File: config.mk
export PLATFORM = sky130hd
export DESIGN_NAME = fifo_stat_tx
export DESIGN_NICKNAME = d
export VERILOG_FILES = /design/src/rtl/fstx_pkg.sv /design/src/rtl/fstx_slot_sel.sv /design/src/rtl/fstx_ctrl.sv /design/src/rtl/fifo_stat_tx.sv
export SDC_FILE = /design/constraint.sdc
export NUM_CORES = 1
export LEC_CHECK = 0
export ABC_AREA = 1
export BUFFER_PORTS_ARGS = -buffer_cell sky130_fd_sc_hd__buf_2
export CORE_MARGIN = 3
export CORE_UTILIZATION = 47
export DETAILED_ROUTE_END_ITERATION = 7
export PLACE_DENSITY_LB_ADDON = 0.05
export SLEW_MARGIN = 20
export SYNTH_ARGS = -nofsm -noshare
export SYNTH_HDL_FRONTEND = slang
export SYNTH_SLANG_ARGS = --single-unit
File: constraint.sdc
create_clock -name clk -period 4.95 [get_ports clk]
set_clock_uncertainty 0.15 [all_clocks]
set_input_delay 0 -clock clk [delete_from_list [all_inputs] [get_ports clk]]
set_output_delay 0 -clock clk [all_outputs]
set_load 0.03 [all_outputs]
File: src/rtl/fstx_pkg.sv
package fstx_pkg;

    typedef enum logic [1:0] {
        ST_OFF   = 2'd0,
        ST_FRAME = 2'd1,
        ST_DATA  = 2'd2,
        ST_PAR   = 2'd3
    } fstx_state_e;

    localparam logic [1:0] FRAME_WORD = 2'b11;
    localparam logic [1:0] SAT_WORD   = 2'b10;

    // one step of the diagonal parity: swap the lanes, then fold in the word
    function automatic logic [1:0] dip_step(input logic [1:0] acc, input logic [1:0] w);
        return {acc[0], acc[1]} ^ w;
    endfunction

endpackage

File: src/rtl/fstx_slot_sel.sv
module fstx_slot_sel
    import fstx_pkg::*;
#(
    parameter int NUM_PORTS = 16,
    parameter int CAL_SLOTS = 16,
    localparam int PORT_W = $clog2(NUM_PORTS),
    localparam int SLOT_W = $clog2(CAL_SLOTS)
) (
    input  logic [SLOT_W-1:0]           slot_i,
    input  logic [CAL_SLOTS*PORT_W-1:0] table_i,
    input  logic [NUM_PORTS*2-1:0]      stat_i,
    output logic [1:0]                  word_o
);

    logic [PORT_W-1:0] entry [CAL_SLOTS];
    logic [1:0]        level [NUM_PORTS];
    logic [PORT_W-1:0] port_sel;
    logic [1:0]        raw;

    for (genvar g = 0; g < CAL_SLOTS; g++) begin : g_entry
        assign entry[g] = table_i[g*PORT_W +: PORT_W];
    end

    for (genvar p = 0; p < NUM_PORTS; p++) begin : g_level
        assign level[p] = stat_i[p*2 +: 2];
    end

    always_comb begin
        port_sel = entry[slot_i];
        raw      = (int'(port_sel) < NUM_PORTS) ? level[port_sel] : SAT_WORD;
        word_o   = (raw == FRAME_WORD) ? SAT_WORD : raw;
    end

endmodule

File: src/rtl/fstx_ctrl.sv
module fstx_ctrl
    import fstx_pkg::*;
#(
    parameter int CAL_SLOTS = 16,
    parameter int REP_W     = 4,
    localparam int SLOT_W = $clog2(CAL_SLOTS)
) (
    input  logic              clk,
    input  logic              rst_n,
    input  logic              en_i,
    input  logic [SLOT_W-1:0] len_i,
    input  logic [REP_W-1:0]  rep_i,
    input  logic [1:0]        word_i,
    output fstx_state_e       state_o,
    output logic [SLOT_W-1:0] slot_o,
    output logic [1:0]        acc_o
);

    localparam logic [SLOT_W-1:0] LAST_SLOT = SLOT_W'(CAL_SLOTS - 1);

    typedef struct packed {
        fstx_state_e       state;
        logic [SLOT_W-1:0] slot;
        logic [SLOT_W-1:0] len;
        logic [REP_W-1:0]  rep;
        logic [REP_W-1:0]  rep_lim;
        logic [1:0]        acc;
    } ctrl_t;

    ctrl_t r_q, r_d;

    always_comb begin
        r_d = r_q;
        if (!en_i) begin
            r_d.state = ST_OFF;
        end else begin
            unique case (r_q.state)
                ST_OFF: r_d.state = ST_FRAME;
                ST_FRAME: begin
                    r_d.state   = ST_DATA;
                    r_d.slot    = '0;
                    r_d.rep     = '0;
                    r_d.acc     = 2'b00;
                    r_d.len     = (len_i > LAST_SLOT) ? LAST_SLOT : len_i;
                    r_d.rep_lim = rep_i;
                end
                ST_DATA: begin
                    r_d.acc = dip_step(r_q.acc, word_i);
                    if (r_q.slot == r_q.len) begin
                        r_d.slot = '0;
                        if (r_q.rep == r_q.rep_lim) r_d.state = ST_PAR;
                        else                        r_d.rep   = r_q.rep + 1'b1;
                    end else begin
                        r_d.slot = r_q.slot + 1'b1;
                    end
                end
                ST_PAR: r_d.state = ST_FRAME;
                default: r_d.state = ST_OFF;
            endcase
        end
    end

    always_ff @(posedge clk or negedge rst_n) begin
        if (!rst_n) begin
            r_q <= '{state: ST_OFF, slot: '0, len: '0, rep: '0, rep_lim: '0, acc: 2'b00};
        end else begin
            r_q <= r_d;
        end
    end

    assign state_o = r_q.state;
    assign slot_o  = r_q.slot;
    assign acc_o   = r_q.acc;

    AST_OFF_AFTER_DROP: assert property (@(posedge clk) disable iff (!rst_n)
        !en_i |=> r_q.state == ST_OFF);
    AST_FRAME_AFTER_OFF: assert property (@(posedge clk) disable iff (!rst_n)
        (r_q.state == ST_OFF && en_i) |=> r_q.state == ST_FRAME);
    AST_SINGLE_FRAME_AFTER_PAR: assert property (@(posedge clk) disable iff (!rst_n)
        (r_q.state == ST_PAR && en_i) |=> (r_q.state == ST_FRAME && r_q.slot == '0));
    AST_SLOT_IN_CAL: assert property (@(posedge clk) disable iff (!rst_n)
        r_q.state == ST_DATA |-> r_q.slot <= r_q.len);
    AST_LEN_HELD: assert property (@(posedge clk) disable iff (!rst_n)
        (r_q.state == ST_DATA && en_i) |=> $stable(r_q.len));

endmodule

File: src/rtl/fifo_stat_tx.sv
module fifo_stat_tx
    import fstx_pkg::*;
#(
    parameter int NUM_PORTS = 16,
    parameter int CAL_SLOTS = 16,
    parameter int REP_W     = 4,
    localparam int PORT_W = $clog2(NUM_PORTS),
    localparam int SLOT_W = $clog2(CAL_SLOTS)
) (
    input  logic                        clk,
    input  logic                        rst_n,
    input  logic                        enable_i,
    input  logic [SLOT_W-1:0]           cal_len_i,
    input  logic [REP_W-1:0]            cal_rep_i,
    input  logic [CAL_SLOTS*PORT_W-1:0] cal_table_i,
    input  logic [NUM_PORTS*2-1:0]      port_stat_i,
    output logic [1:0]                  stat_o
);

    fstx_state_e       state;
    logic [SLOT_W-1:0] slot;
    logic [1:0]        acc;
    logic [1:0]        data_word;

    fstx_slot_sel #(
        .NUM_PORTS(NUM_PORTS),
        .CAL_SLOTS(CAL_SLOTS)
    ) u_sel (
        .slot_i (slot),
        .table_i(cal_table_i),
        .stat_i (port_stat_i),
        .word_o (data_word)
    );

    fstx_ctrl #(
        .CAL_SLOTS(CAL_SLOTS),
        .REP_W    (REP_W)
    ) u_ctrl (
        .clk    (clk),
        .rst_n  (rst_n),
        .en_i   (enable_i),
        .len_i  (cal_len_i),
        .rep_i  (cal_rep_i),
        .word_i (data_word),
        .state_o(state),
        .slot_o (slot),
        .acc_o  (acc)
    );

    always_comb begin
        unique case (state)
            ST_DATA: stat_o = data_word;
            ST_PAR:  stat_o = ~acc;
            default: stat_o = FRAME_WORD;
        endcase
    end

    AST_DATA_NEVER_ONES: assert property (@(posedge clk) disable iff (!rst_n)
        state == ST_DATA |-> stat_o != FRAME_WORD);
    AST_IDLE_ONES: assert property (@(posedge clk) disable iff (!rst_n)
        !enable_i |=> stat_o == FRAME_WORD);

endmodule

==> results.md, run 1 <==
- Mux contribution to synthesized area: 0.0423
- Post-synth top area share: 0.235
- Count leader, synth: nand2_1
- Final instance area: approximately 2800 um^2
- Global-route wire length before repair: 9490 um
- Main combinational cell family by area after synthesis: simple AND/OR/NAND/NOR gates
- Via/cell ratio: approximately 5
- Setup crit start kind: flop
- Nets: about 550
- Fillers: 407
- Maxcap violations: 0
- Antenna-violating nets left: 0
- Worst min-delay path category: primary input to asynchronous set/reset pin
- Post-Syn Instances: between 300 and 400
- Starting density of the core: 0.510
- Hold-fix buffers, CTS: 10
- Seq/Total Area, Yosys: 0.235
- Pwr Density: 466 nW/um^2
- Critical Path RT: about 4.8 ns
- Period utilisation layout: 0.608
- Via count: ~2500
- CP Data Arrival Time: between 2 and 3 ns
- Critical path's slowest cell: dfrtp_1
- Post-synth EDFFs: 0
- Post_cts resized: 0
- Yosys warning count: 0
- Clk sinks: 20
- Total gr overflow: 0
- CTS Buffer Depth: 2
- Critical-path maximum fanout: 20
- Critical path's largest stage delay: roughly 0.81 ns
- HPWL after DPL: around 4200 um
- Initial DRT Pass Iterations: 4
- Synth Area in XOR/XNOR: 0.0412
- Syn Nets: 440
- LEAKAGE: 1.50 nW
- Clk root buf: clkbuf_8
- CTS clk-pin slew, worst paths: about 0.080 ns
- Outcome: completed
- Max IR drop VDD: 0.000286 V
- Compound-Gate Fraction of Synth Area: 0.0582
- Initial antenna violation count: 0
- # DRC: 0
- WS Path Type: flop to output port
- Final hold vios: 0
- Ranking of synthesized cells by area: dfrtp_1, nand3_1, nand2_1, inv_1, mux2_2
- Worst slew pin tran: a little over 0.7 ns
- FFs w/ async S/R, synth: 1.00
- Io pins: 109
- Setup TNS: 0 ns
- Most used cell, CP: nand3_1
- Most frequent cells after synthesis: nand2_1, nand3_1, inv_1
- Die ar.: around 5400 um^2
- Area grow syn2layout: 30.6%
- Crit path time final: approximately 3 ns
- # setup viols final: 0
- Setup bufs post-CTS: 0
- Vias in the first global route: around 2300
- Final GP Congestion: 0.885
- DRT iter0 DRCs: around 100
- Max_slew headroom: 0.520
- Ant. Diodes: 0
- All-Layer GR Usage: 0.214
- I/O Buffers: ~110
- Largest net degree at the start of global routing: 33
- Final Max Tran Viols: 0
- # rows: 23
- Synth Area in Simple Gates: 0.480
- Ys flop type: dfrtp_1
- Share of cells above drive strength 1: 0.313
- Wire per inst: around 12 um
- Post-Synth Adder-Cell Area: 0.0353
- Setup crit end kind: output port
- RSZ-0062 raised after global routing: false
- CTS HTree Levels: 1
- Overall die height: ~73 um
- CP Cell Sequence: inv_2 > nand3_1 > nand3_1 > nand3_4 > nand2_4 > nand2_1 > nand3_1 > nand3_1 > nand3_1 > nand2_2 > nand3_1 > nand3_1 > buf_2
- CORE AREA: 4170 um^2
- CTS tree: built
- CTS buffer count: 3
- Number of synthesized register bits: 20
- Max Clk Rate: ~330 MHz
- Cell Area, Synth: between 2000 and 2500 um^2
- Drt total wl: between 5000 and 6000 um
- Synth Area per Inst: between 6 and 7 um^2
- Clock latency on the worst-skew pair: 0.26 ns
- Die width: 73.3 um
- Tot Pwr: about 1.3 mW
- Netlist cell types: 34
- Placed cell area: roughly 2600 um^2
- Synth area leader: dfrtp_1
[cell type report]
cell class                 count  area, um^2  share of cell area
multi-input combinational    263        1400               0.503
sequential                    20         500               0.180
tap                           50        62.6              0.0225
inverter                      29         114              0.0410
clock buffer                   4        55.1              0.0198
timing repair buffer         119         648               0.233
[layer usage]
layer  track usage  share of wire
met1         0.279           0.45
met3        0.0246          0.073
met4        0.0503         0.0060
met2         0.378           0.48
met5             0              0
[layout by cell type, fill, tap and decap left out, types with 6 or more instances in the layout]
| cell | n |
|---|---|
| xor2_1 | 9 |
| nand3_1 | 99 |
| nor2_1 | 6 |
| mux2_2 | 8 |
| dlygate4sd3_1 | 10 |
| dfrtp_1 | 20 |
| ha_1 | 6 |
| inv_1 | 24 |
| a21oi_1 | 6 |
| nand2_1 | 103 |
| o21ai_0 | 6 |
| buf_2 | 108 |
[power by group]
part | internal, mW | leakage, nW | total (mW) | switching (mW)
Sequential | 0.229 | 0.255 | 0.313 | 0.0842
Combinational | 0.338 | 1.22 | 0.857 | 0.518
Clock | 0.0707 | 0.0288 | 0.124 | 0.0531
[worst max-delay path: cells and delay by family (launching register included)]
family,cells,cell delay (ns)
simple gates,11,1.30
flops,1,0.81
buf+inv,2,0.49
[through the flow]
stage	worst slack, ns	hold slack [ns]	utilization	std cells
global placement	2.33	-0.175	0.629	471
detailed placement	2.22	-0.175	0.629	471
global route	1.65	0.110	0.666	485
finish	1.94	0.0654	0.666	485
floorplan	2.67	-0.446	-	327
CTS	1.93	0.0854	0.666	485
[worst paths after layout]
path                                                    from                          end  slack [ns]  cells past startpoint
worst min register to register   u_ctrl.acc_o[0]$_DFFE_PN0P_  u_ctrl.acc_o[0]$_DFFE_PN0P_        0.36                      2
worst max register to register  u_ctrl.slot_o[1]$_DFFE_PN0P_  u_ctrl.acc_o[1]$_DFFE_PN0P_        2.20                     13
min in group clk                             port_stat_i[27]  u_ctrl.acc_o[1]$_DFFE_PN0P_        0.23                      8
worst max-delay path            u_ctrl.slot_o[1]$_DFFE_PN0P_                    stat_o[0]        1.94                     13
worst min-delay path                                   rst_n  u_ctrl.acc_o[0]$_DFFE_PN0P_        0.07                      2
max in group asynchronous                              rst_n    u_ctrl.r_q[9]$_DFFE_PN0P_        4.28                      2
[cells by family after synthesis]
family / count (synthesis)
and+or+nand+nor: 220
buffers and inverters: 44
DFF: 20
AOI/OAI and AO/OA: 19
xor gates and xnor gates: 10
muxes: 8
adders and majority gates: 6
[flip-flops by register name, summed over array words and instances (netlist names)]
register        cells
u_ctrl.slot_o       4
u_ctrl.r_q         12
u_ctrl.acc_o        2
u_ctrl.state_o      2
Power figures use the tool's default switching activity.
==> run 2, diff against run 1 <==
--- a/config.mk
+++ b/config.mk
@@ -8,7 +8,7 @@
 export ABC_AREA = 1
 export BUFFER_PORTS_ARGS = -buffer_cell sky130_fd_sc_hd__buf_2
 export CORE_MARGIN = 3
-export CORE_UTILIZATION = 47
+export CORE_UTILIZATION = 46
 export DETAILED_ROUTE_END_ITERATION = 7
 export PLACE_DENSITY_LB_ADDON = 0.05
 export SLEW_MARGIN = 20
==> constraint.sdc (replaced) <==
create_clock -name clk -period 2.95 [get_ports clk]
set_clock_uncertainty 0.15 [all_clocks]
set_input_delay 0 -clock clk [delete_from_list [all_inputs] [get_ports clk]]
set_output_delay 0 -clock clk [all_outputs]
set_load 0.03 [all_outputs]
==> results.md, run 2 (synthesis gave the netlist of run 1 again) <==
- LEAKAGE: 1.52 nW (was 1.50 nW)
- CTS buffer count: 3 (unchanged)
- Initial antenna violation count: 0 (unchanged)
- Most flop-heavy register: u_ctrl.r_q (unchanged)
- RSZ-0062 raised after global routing: false (unchanged)
- Clk sinks: 20 (unchanged)
- Clk root buf: clkbuf_8 (unchanged)
- Antenna-violating nets left: 0 (unchanged)
- Comb power frac: 0.686 (was 0.662)
- Nets: 553 (was 549)
- Tot Pwr: 2.21 mW (was 1.29 mW)
- Critical path's slowest cell: dfrtp_1 (unchanged)
- Setup bufs post-CTS: 0 (unchanged)
- P_sw: 1.12 mW (was 0.656 mW)
- Power share of the sequential group: 0.218 (was 0.242)
- CTS clk-pin slew, worst paths: 0.08 ns (about the same)
- Setup crit end kind: output port (unchanged)
- Period utilisation layout: 0.898
- All-Layer GR Usage: 0.214 (about the same)
- Final GP Congestion: 0.907 (was 0.885)
- Cell internal pwr: 1.09 mW (was 0.638 mW)
- Critical-path maximum fanout: 23 (was 20)
- Commonest non-fill, non-tap cell in the layout: buf_2 (unchanged)
- Largest register FFs: 12 (unchanged)
- Critical Path RT: 2.80 ns (was 4.80 ns)
- Vias in the first global route: 2339 (was 2295)
- WS Path Type: flop to output port (unchanged)
- # DRC: 0 (unchanged)
- # rows: 24 (was 23)
- Setup TNS: 0 ns (unchanged)
- Io pins: 109 (unchanged)
- DRT iter0 DRCs: 87 (was 104)
- Worst slew pin tran: 0.451 ns (was 0.720 ns)
- Global-route wire length before repair: 9670 um (was 9490 um)
- HPWL after DPL: 4460 um (was 4250 um)
- CTS Buffer Depth: 2 (unchanged)
- Area grow syn2layout: 32.1% (was 30.6%)
- Wire per inst: 11.8 um (was 11.6 um)
- Largest net degree at the start of global routing: 33 (unchanged)
- Clock latency on the worst-skew pair: 0.26 ns (about the same)
- Die width: 74.0 um (was 73.3 um)
- Final Max Tran Viols: 0 (unchanged)
- Overall die height: 74.0 um (was 73.3 um)
- Total gr overflow: 0 (unchanged)
- CTS HTree Levels: 1 (unchanged)
- Switching portion of total power: 0.505 (was 0.507)
- CP Data Arrival Time: 2.50 ns (was 2.86 ns)
- Via/cell ratio: 5.13 (was 5.11)
- Max Clk Rate: about 380 MHz
- Drt total wl: 5800 um (was 5650 um)
- Core Util, Final: 0.637 (was 0.666)
- CORE AREA: 4410 um^2 (was 4170 um^2)
- Commonest cells after routing, fill and taps aside: buf_2, nand2_1, nand3_1 (unchanged)
- Critical path's largest stage delay: 0.41 ns (was 0.81 ns)
- Clk pwr share: 0.096 (about the same)
- Via count: 2519 (was 2479)
- CTS tree: built (unchanged)
- Crit path time final: around 2.7 ns
- Final instance area: 2810 um^2 (was 2780 um^2)
- CP Cell Sequence: buf_4 > nand2_1 > nand2_1 > nand2_1 > nand3_1 > nand3_4 > nand2_4 > nand2_1 > nand3_1 > nand3_1 > nand3_1 > nand2_2 > o211ai_1 > buf_2 (was inv_2 > nand3_1 > nand3_1 > nand3_4 > nand2_4 > nand2_1 > nand3_1 > nand3_1 > nand3_1 > nand2_2 > nand3_1 > nand3_1 > buf_2)
- Hold_ws: 0.0675 ns (was 0.0654 ns)
- Worst min-delay path category: primary input to asynchronous set/reset pin (unchanged)
- Placed cell area: 2660 um^2 (was 2620 um^2)
- Pwr Density: 786 nW/um^2 (was 466 nW/um^2)
- Setup crit start kind: flop (unchanged)
- # setup viols final: 0 (unchanged)
- Final hold vios: 0 (unchanged)
- Outcome: completed (unchanged)
- Maxcap violations: 0 (unchanged)
- Share of cells above drive strength 1: 0.319 (was 0.313)
- Die ar.: 5480 um^2 (was 5370 um^2)
- Max IR drop VDD: 0.000404 V (was 0.000286 V)
- Starting density of the core: 0.482 (was 0.510)
- I/O Buffers: 108 (unchanged)
- Max_slew headroom: 0.699 (was 0.520)
- Initial DRT Pass Iterations: 5 (was 4)
- Ant. Diodes: 0 (unchanged)
## run 2: repair_timing
| item | 4_1_cts | 5_1_grt |
|---|---|---|
| gates resized for setup | 0 | 0 |
| hold endpoints to repair | 30 | 0 |
| hold buffers | 10 | 0 |
## run 2: final cells by class
cell class / instances / area, um^2
Inverter: 29 / 114
Sequential cell: 20 / 500
Clock buffer: 4 / 55.1
Tap cell: 52 / 65.1
Timing Repair Buffer: 123 / 678
Fill cell: 442 / 1600
Multi-Input combinational cell: 263 / 1400
## run 2: stage by stage
stage / worst slack, ns / std cells
final: 0.300 / 491
after global routing: 0.0319 / 491
after CTS: 0.278 / 491
after detailed placement: 0.580 / 477
after global placement: 0.647 / 477
after floorplan: 0.674 / 327
## run 2: critical path: cells and delay by family, from the launching register on
| family | cells | cell delay [ns] |
|---|---|---|
| simple gates | 11 | 1.17 |
| buf+inv | 2 | 0.49 |
| flops | 1 | 0.41 |
| compound gates | 1 | 0.17 |
## run 2: path summary, 6_finish.rpt
path                                               from  slack [ns]                      endpoint  cells past startpoint
setup / recovery           u_ctrl.slot_o[0]$_DFFE_PN0P_        0.30                     stat_o[1]                     14
hold / removal                                    rst_n        0.07  u_ctrl.slot_o[3]$_DFFE_PN0P_                      2
setup reg to reg           u_ctrl.slot_o[0]$_DFFE_PN0P_        0.62   u_ctrl.acc_o[0]$_DFFE_PN0P_                     16
hold reg to reg             u_ctrl.acc_o[0]$_DFFE_PN0P_        0.37   u_ctrl.acc_o[0]$_DFFE_PN0P_                      2
max in group asynchronous                         rst_n        2.27    u_ctrl.r_q[13]$_DFFE_PN0P_                      2
min in group clk                        port_stat_i[27]        0.20   u_ctrl.acc_o[1]$_DFFE_PN0P_                      8
## run 2: per-layer routing
metal  routed length [um]  share of wire  track usage  vias up
li1                     -              -            -     1308
met1                 2560           0.44        0.281     1108
met2                 2770           0.48        0.384       99
met3                  448          0.077       0.0189        4
met4                   26         0.0045       0.0423        0
met5                    0              0            0        -
## run 2: power by group through the flow
| stage | Clock (mW) | Combinational [mW] | Sequential [mW] |
|---|---|---|---|
| finish | 0.213 | 1.51 | 0.482 |
| global route | 0.227 | 1.74 | 0.501 |
| CTS | 0.217 | 1.53 | 0.482 |
| detailed placement | 0 | 1.51 | 0.487 |
| global placement | 0 | 1.48 | 0.482 |
| floorplan | 0 | 1.29 | 0.458 |
